## config.mk

```make
export PLATFORM = sky130hd
export DESIGN_NAME = locality_cmd_engine
export DESIGN_NICKNAME = d
export VERILOG_FILES = /design/src/rtl/locality_cmd_engine.sv
export SDC_FILE = /design/constraint.sdc
export NUM_CORES = 1
export LEC_CHECK = 0
export BUFFER_PORTS_ARGS = -buffer_cell sky130_fd_sc_hd__clkbuf_2
export CORE_MARGIN = 2
export CORE_UTILIZATION = 50
export CTS_BUF_LIST = sky130_fd_sc_hd__clkbuf_16
export DETAILED_ROUTE_END_ITERATION = 12
export PLACE_DENSITY = 0.78
export SLEW_MARGIN = 20
export SYNTH_ARGS = -nofsm -noshare
export SYNTH_HDL_FRONTEND = slang
export SYNTH_SLANG_ARGS = --single-unit
```

## constraint.sdc

```tcl
create_clock -name clk -period 4.1 [get_ports clk]
set_input_delay 0.41 -clock clk [delete_from_list [all_inputs] [get_ports clk]]
set_output_delay 0.41 -clock clk [all_outputs]
set_load 0.02 [all_outputs]
```

## src/rtl/locality_cmd_engine.sv

```systemverilog
module locality_cmd_engine #(
  parameter int DEPTH = 16,
  parameter int AW = $clog2(DEPTH),
  parameter int CW = $clog2(DEPTH + 1)
) (
  input  logic          clk,
  input  logic          rst_n,
  input  logic          fam_v2,
  input  logic [2:0]    locality,
  input  logic          sts_wr,
  input  logic [31:0]   sts_wdata,
  output logic [31:0]   sts_rdata,
  input  logic          fifo_wr,
  input  logic [7:0]    fifo_wdata,
  input  logic          fifo_rd,
  output logic [7:0]    fifo_rdata,
  output logic          cmd_start,
  output logic [CW-1:0] cmd_len,
  input  logic [AW-1:0] be_addr,
  input  logic          be_we,
  input  logic [7:0]    be_wdata,
  output logic [7:0]    be_rdata,
  input  logic          be_done,
  input  logic [CW-1:0] be_rsp_len,
  input  logic          be_selftest,
  output logic          cancel_req,
  output logic          est_rst_req,
  output logic          ev_cmd_ready,
  output logic          ev_sts_valid
);
  localparam logic [7:0] F_VALID = 8'h80;
  localparam logic [7:0] F_CRDY  = 8'h40;
  localparam logic [7:0] F_DAV   = 8'h10;
  localparam logic [7:0] F_EXP   = 8'h08;
  localparam logic [CW-1:0] HDR_BYTES = CW'(6);
  localparam logic [CW-1:0] FULL = CW'(DEPTH);

  typedef enum logic [2:0] {S_IDLE, S_READY, S_RECV, S_EXEC, S_DONE} state_t;

  state_t          state;
  logic [7:0]      flags;
  logic [1:0]      family;
  logic [CW-1:0]   w_cnt, r_cnt, rsp_len;
  logic [31:0]     hdr_len;
  logic [7:0]      mem [DEPTH];

  wire [7:0]    keep    = flags & 8'h04;
  wire          read_ok = (state == S_DONE) && (r_cnt < rsp_len);
  wire          taking  = (state == S_READY) || (state == S_RECV && flags[3]);
  wire          space   = w_cnt < FULL;
  wire [CW-1:0] cnt_n   = w_cnt + 1'b1;
  wire [31:0]   len_n   = (w_cnt >= CW'(2) && w_cnt <= CW'(5)) ?
                          {hdr_len[23:0], fifo_wdata} : hdr_len;
  wire          done_n  = (cnt_n >= HDR_BYTES) && (len_n <= 32'(cnt_n));
  wire          be_fin  = be_done && state == S_EXEC;
  wire          host_st = !be_fin && !sts_wr && fifo_wr && taking && space;

  logic [15:0] burst;
  always_comb begin
    if (state == S_RECV && flags[3]) burst = 16'(FULL - w_cnt);
    else if (read_ok)                burst = 16'(rsp_len - r_cnt);
    else                             burst = '0;
  end

  assign sts_rdata  = {4'b0, family, 2'b0, burst, flags};
  assign fifo_rdata = read_ok ? mem[r_cnt[AW-1:0]] : 8'hFF;
  assign be_rdata   = mem[be_addr];
  assign cmd_len    = w_cnt;

  always_ff @(posedge clk) begin
    if (state == S_EXEC && be_we) mem[be_addr] <= be_wdata;
    else if (host_st)             mem[w_cnt[AW-1:0]] <= fifo_wdata;
  end

  always_ff @(posedge clk) begin
    if (!rst_n) begin
      state <= S_IDLE;
      flags <= '0;
      family <= {1'b0, fam_v2};
      w_cnt <= '0;
      r_cnt <= '0;
      rsp_len <= '0;
      hdr_len <= '0;
      cmd_start <= 1'b0;
      cancel_req <= 1'b0;
      est_rst_req <= 1'b0;
      ev_cmd_ready <= 1'b0;
      ev_sts_valid <= 1'b0;
    end else begin
      cmd_start <= 1'b0;
      cancel_req <= 1'b0;
      est_rst_req <= 1'b0;
      ev_cmd_ready <= 1'b0;
      ev_sts_valid <= 1'b0;
      if (be_fin) begin
        state <= S_DONE;
        flags <= F_VALID | F_DAV | keep | {5'b0, be_selftest, 2'b0};
        r_cnt <= '0;
        w_cnt <= '0;
        rsp_len <= (be_rsp_len > FULL) ? FULL : be_rsp_len;
      end else if (sts_wr) begin
        if (family == 2'd1) begin
          if (sts_wdata[24] && state == S_EXEC) cancel_req <= 1'b1;
          if (sts_wdata[25] && (locality == 3'd3 || locality == 3'd4)) est_rst_req <= 1'b1;
        end
        if (sts_wdata[6]) begin
          if (state == S_IDLE || state == S_RECV || state == S_DONE) begin
            state <= S_READY;
            flags <= keep | F_CRDY;
            w_cnt <= '0;
            r_cnt <= '0;
            ev_cmd_ready <= !flags[6];
          end
        end else if (sts_wdata[5]) begin
          if (state == S_RECV && !flags[3]) begin
            state <= S_EXEC;
            flags <= keep;
            cmd_start <= 1'b1;
          end
        end else if (sts_wdata[1]) begin
          if (state == S_DONE) begin
            r_cnt <= '0;
            flags <= keep | F_VALID | F_DAV;
          end
        end
      end else if (fifo_wr && taking) begin
        state <= S_RECV;
        if (space) begin
          w_cnt <= cnt_n;
          hdr_len <= len_n;
          flags <= keep | F_VALID | (done_n ? 8'h00 : F_EXP);
        end else begin
          flags <= keep | F_VALID;
        end
      end else if (fifo_rd && read_ok) begin
        r_cnt <= r_cnt + 1'b1;
        if (r_cnt + 1'b1 == rsp_len) begin
          flags <= keep | F_VALID;
          ev_sts_valid <= 1'b1;
        end
      end
    end
  end
endmodule

```

### Word-level counts from Yosys, hierarchy flattened

Memory sizes are Yosys's and may differ from the RTL's. A register that Yosys moved wholly into a read port is not among the register bits.
Index checks and enable logic that the tools add are counted.

| storage, ports and cells | value |
|---|---|
| register bits after elaboration | 64 |
| memory bits (writable) | 128 |
| bits of input ports | 69 |
| output and inout port bits | 58 |
| logic and storage cells | 155 |
| memories | 1 |

Memories:

| memory | words | width | rd ports | clocked after memory_dff | wr ports | line | RTL |
|---|---|---|---|---|---|---|---|
| mem | 16 | 8 | 2 | 1 | 1 | 45 | `logic [7:0] mem [DEPTH];` |

| operators by class | value |
|---|---|
| $add $sub $neg | 4 |
| magnitude comparators | 7 |
| equality and inequality tests | 23 |
| mux-type cells | 51 |
| bitwise operators | 10 |
| reductions and logical operators | 45 |

Operators with widths:

| cell | number |
|---|---|
| $mux W8 | 14 |
| $mux W5 | 13 |
| $le A32 B5 Y1 | 1 |
| $mux W16 | 2 |
| $mux W32 | 1 |
| $mux W3 | 7 |
| $mux W4 | 4 |
| $reduce_and A4 Y1 | 4 |
| $logic_and A1 B1 Y1 | 15 |
| $reduce_or A5 Y1 | 3 |
| $ne A3 B1 Y1 const B | 4 |
| $reduce_and A6 Y1 | 2 |
| $add A5 B1 Y5 const B | 2 |
| $mux W1 | 10 |
| $ne A5 B1 Y1 const B | 2 |
| $reduce_bool A2 Y1 | 5 |
| $eq A3 B2 Y1 const B | 3 |
| $ne A4 B1 Y1 const B | 2 |
| $not A1 Y1 | 8 |
| $or A8 B3 Y8 | 1 |
| $or A8 B4 Y8 | 1 |
| $reduce_bool A4 Y1 | 2 |
| $reduce_or A8 Y1 | 1 |
| $eq A3 B3 Y1 const B | 2 |
| other kinds (22) | 31 |

### Depth between registers and ports, before layout

| depth | value |
|---|---|
| depth after elaboration | 12 |
| mapped depth | 14 |
| gate-level depth less buffers | 12 |

### Worst setup path before layout

No wires, ideal clock.

| timing | value |
|---|---|
| kind | register -> output |
| start | register r_cnt[2] |
| end | output port sts_rdata[14] |
| arrival time | 2887 ps |
| data required time | 3690 ps |
| slack | 803 ps |
| stages on the path, launching flop included | 10 |
| path buffers | 3 |
| path through | dfxtp_1 -> buf_2 -> inv_1 -> ha_1 -> a211oi_1 -> o21bai_2 -> nand3_2 -> clkbuf_1 -> o31ai_1 -> buf_4 |

| on the way | value |
|---|---|
| longest elaborated chain between the ends | 4 |
| elaborated cells between the ends (all ways) | 5 |
| those cells by class | add/sub: 1; order compare: 1; mux: 2; reduce/logical: 1 |

RTL lines:

| what | line | RTL |
|---|---|---|
| start, declared | 43 | `logic [CW-1:0] w_cnt, r_cnt, rsp_len;` |
| start signal, assigned | 136 | `r_cnt <= r_cnt + 1'b1;` |
| $lt A5 B5 Y1 | 48 | `wire read_ok = (state == S_DONE) && (r_cnt < rsp_len);` |
| $logic_and A1 B1 Y1 | 48 |  |
| $mux W16 * | 61 | `else if (read_ok) burst = 16'(rsp_len - r_cnt);` |
| $mux W16 * | 60 | `if (state == S_RECV && flags[3]) burst = 16'(FULL - w_cnt);` |
| end, declared | 12 | `output logic [31:0] sts_rdata,` |

Every way passes the cells marked *; elsewhere a longest branch is shown, timed or not.

### Final worst setup path

| timing | value |
|---|---|
| start | register w_cnt[1] (netlist: cmd_len[1]) |
| end | register flags[3] |

| on the way | value |
|---|---|
| longest elaborated chain between the ends | 11 |
| elaborated cells between the ends (all ways) | 15 |
| those cells by class | add/sub: 1; order compare: 5; mux: 6; bitwise: 1; reduce/logical: 2 |

RTL lines:

| what | line | RTL |
|---|---|---|
| start, declared | 43 |  |
| start signal, assigned | 129 | `w_cnt <= cnt_n;` |
| $ge A5 B2 Y1 / $le A5 B3 Y1 (equally long branches) | 52 | `wire [31:0] len_n = (w_cnt >= CW'(2) && w_cnt <= CW'(5)) ?` |
| $logic_and A1 B1 Y1 * | 52 |  |
| $mux W32 * | 52 |  |
| via len_n[1] | 52 |  |
| $le A32 B5 Y1 * | 54 | `wire done_n = (cnt_n >= HDR_BYTES) && (len_n <= 32'(cnt_n));` |
| $logic_and A1 B1 Y1 * | 54 |  |
| $mux W4 * | 131 | `flags <= keep \| F_VALID \| (done_n ? 8'h00 : F_EXP);` |
| $or A8 B4 Y8 * | 131 |  |
| $mux W8 * | 128 | `if (space) begin` |
| $mux W8 * | 126 | `end else if (fifo_wr && taking) begin` |
| $mux W8 * | 101 | `end else if (sts_wr) begin` |
| $mux W8 * | 95 | `if (be_fin) begin` |
| end signal, assigned | 97 | `flags <= F_VALID \| F_DAV \| keep \| {5'b0, be_selftest, 2'b0};` |
| end signal, assigned | 131 |  |
| end signal, assigned | 133 | `flags <= keep \| F_VALID;` |
| end, declared | 41 | `logic [7:0] flags;` |

Mark *: on every way through the listed nets, which the timed path passes. The rest lies on a longest branch. The select of a mux whose other input is x is not followed.
A chain may end at the register's enable or synchronous reset.

==> impl_metrics.yaml <==
yosys:
  synth_area_per_cell_um2: 13.5
  synthFlopType: "edfxtp_1"
  yosys.cell_count.top_type: "edfxtp_1"
  yosysTopAreaCellShare: 0.403
  ys_top_cells_by_count: "129 x edfxtp_1, 80 x mux4_2, 64 x dfxtp_1"
  async_flop_share: 0
  synthCells: 714
  synth_edf_count: 129
  synth_top_area_cell: "edfxtp_1"
  ys_warn_count: 0
  netlist_area_um2: 9620
  ys_seq_area_frac: 0.536
  synthTopCellsByArea: "edfxtp_1 40%, mux4_2 19%, dfxtp_1 13%"
  ys_seq_elements: 193
  synth_cell_types: 67
floorplanning:
  die_w_um: 143
  initial_core_util: 0.513
  rows: 50
  floorplan.die_area_um2: 20400
  die_y_um: 143
  core_area_um2: 18800
  io_pins: 127
cells_and_area:
  fill_cells: 1468
  fin_util: 0.574
  fin_nets: 878
  final_layout_size_suffix_gt1_frac: 0.305
  syn2layout_area_growth_pct: 11.9
  n_antenna_cell: 0
detailed_routing:
  wl_mm: 22.6
  drtPass1Iterations: 6
  dr_total_vias: 6356
  drc: 0
  drtIter0Drc: 548
  vias_per_cell: 6.13
  wl_per_cell_um: 21.8
  ant_nets: 0
min_path:
  holdCritPathClass: "in2reg"
  hold_path_depth: 1
power_and_ir_drop:
  p_int_mw: 3.00
  switching_share: 0.226
  totalPowerFinal_mw: 3.88
  p_leak_nw: 3.67
  powerDensity_nw_per_um2: 361
  p_switching_mw: 0.878
  irDropWorstVdd_v: 0.000265
  power_frac_seq: 0.539
  p_clk_frac: 0.401
  pwr-share-comb: 0.060
cts:
  clkTransAtPathRegs_ns: 0.07
  h-tree-depth: 4
  cts_made_buffers: 17
  clk_latency_ns: 0.44
  cts_root_buf: "clkbuf_16"
  cts_hold_buf: 0
  cts_resized: 0
  postCtsSetupBuffers: 0
  cts_tree: "built"
  clockBufferDepth: 2
  clock-sinks: 193
worst_setup_path:
  path_max_fanout: 12
  worstSetupEndpointType: "flop"
  arrival_ns: 3.83
  cp_slowest_stage_delay_ns: 0.56
  worstPathRequired_ns: 4.39
  crit_type: "reg2reg"
  crit_chain: "inv_1 > ha_1 > o21ba_1 > a211oi_4 > mux2_2 > ha_1 > a21oi_1 > o221ai_1 > a221o_1 > a2111oi_0 > o32ai_1"
  critPathLaunchType: "flop"
  slowest_stage: "a2111oi_0"
  critPathMostFrequentCell: "ha_1"
  r2r_cells: 11
grt:
  overflow: 0
  grt_max_degree: 45
  grtUsageTotal: 0.228
  antenna_found_initial: 0
  grt_pass1_vias: 6139
  grt_pass1_wl_mm: 34.4
placed_design:
  io_buffers: 89
  dpl.hpwl_mm: 15.2
  routabilityCongestion: 0.848
timing:
  finalSetupTns_ns: 0
  rsz0062_at_grt: "false"
  whs_ns: 0.153
  tightest_slew_ns: 1.02
  final_max_slew_viol_count: 0
  skew_ns: 0.00870
  hold_viol_final: 0
  period_share: 0.863
  fin_crit_ns: 3.54
  clock.fmax_mhz: 283
  relSlewSlack: 0.317
  finalSetupViolCount: 0
run_status:
  status: "finished clean"
job:
  maxCapViolations: 0
## per-layer routing
metal	track usage	routed length (um)	vias to the layer above
met2	0.377	11500	253
li1	-	-	2880
met3	0.0500	1580	43
met1	0.307	9170	3180
met4	0.0657	377	0
met5	0	0	-
## power groups by stage
stage | Combinational (mW) | Clock, mW | Sequential (mW)
6_report | 0.235 | 1.56 | 2.09
2_1_floorplan | 0.161 | 0 | 2.14
5_1_grt | 0.253 | 1.64 | 2.09
3_3_place_gp | 0.229 | 0 | 2.13
4_1_cts | 0.234 | 1.57 | 2.09
3_5_place_dp | 0.233 | 0 | 2.13
## sequential cells by signal, summed over array words and instances (netlist names), 3 cells and up, named ones only
name,count
flags,5
state,3
hdr_len,32
mem,128
r_cnt,5
cmd_len,5
rsp_len,5
## cell type report
type                            instances  area (um2)  area share
Clock inverter                         13         113      0.0105
Multi-Input combinational cell        441        4040       0.375
Clock buffer                           17         425      0.0395
Timing Repair Buffer                  115         653      0.0607
Sequential cell                       193        5160       0.479
Inverter                               24        90.1     0.00837
Tap cell                              234         293      0.0272
## worst max-delay path, delay by kind of cell, from the launching register on
family / cells / cell delay (ns)
DFF: 1 / 0.43
muxes: 1 / 0.40
AOI/OAI and AO/OA: 7 / 1.93
buffers and inverters: 1 / 0.15
adders and majority gates: 2 / 0.49
## final timing paths
kind	from	end	slack [ns]
hold reg to reg	hdr_len[27]	hdr_len[27]	0.45
setup reg to reg	cmd_len[1]	flags[3]	0.56
setup / recovery	cmd_len[1]	flags[3]	0.56
hold / removal	fam_v2	family[0]	0.15
## metrics by stage
| step | setup slack (ns) | cells | instance area, um2 |
|---|---|---|---|
| 2_1_floorplan | 0.803 | 723 | 9650 |
| 4_1_cts | 0.590 | 1037 | 10800 |
| 5_1_grt | 0.379 | 1037 | 10800 |
| 3_3_place_gp | 0.668 | 1007 | 10200 |
| 3_5_place_dp | 0.606 | 1007 | 10200 |
| 6_report | 0.563 | 1037 | 10800 |
## cell usage in the layout (no fill, tap or decap), types with 9 or more instances in the layout
cell type / count
mux4_2: 80
o21ai_0: 9
nor2_1: 42
clkbuf_2: 89
edfxtp_1: 129
inv_1: 23
nand2_1: 57
clkbuf_16: 17
dfxtp_1: 63
nor3_1: 10
nand3_1: 36
ha_1: 16
or2_1: 9
conb_1: 10
a21oi_1: 52
buf_4: 25
## kinds of logic after synthesis
group	count (synthesis)	synth area share
fa+ha+maj	17	0.0229
buf+inv	89	0.0486
simple gates	195	0.0986
xor+xnor	12	0.0109
other cells	1	0.000390
mux	98	0.208
flops	193	0.536
compound gates	109	0.0751
Note: power is estimated with default switching activity, not from simulation.
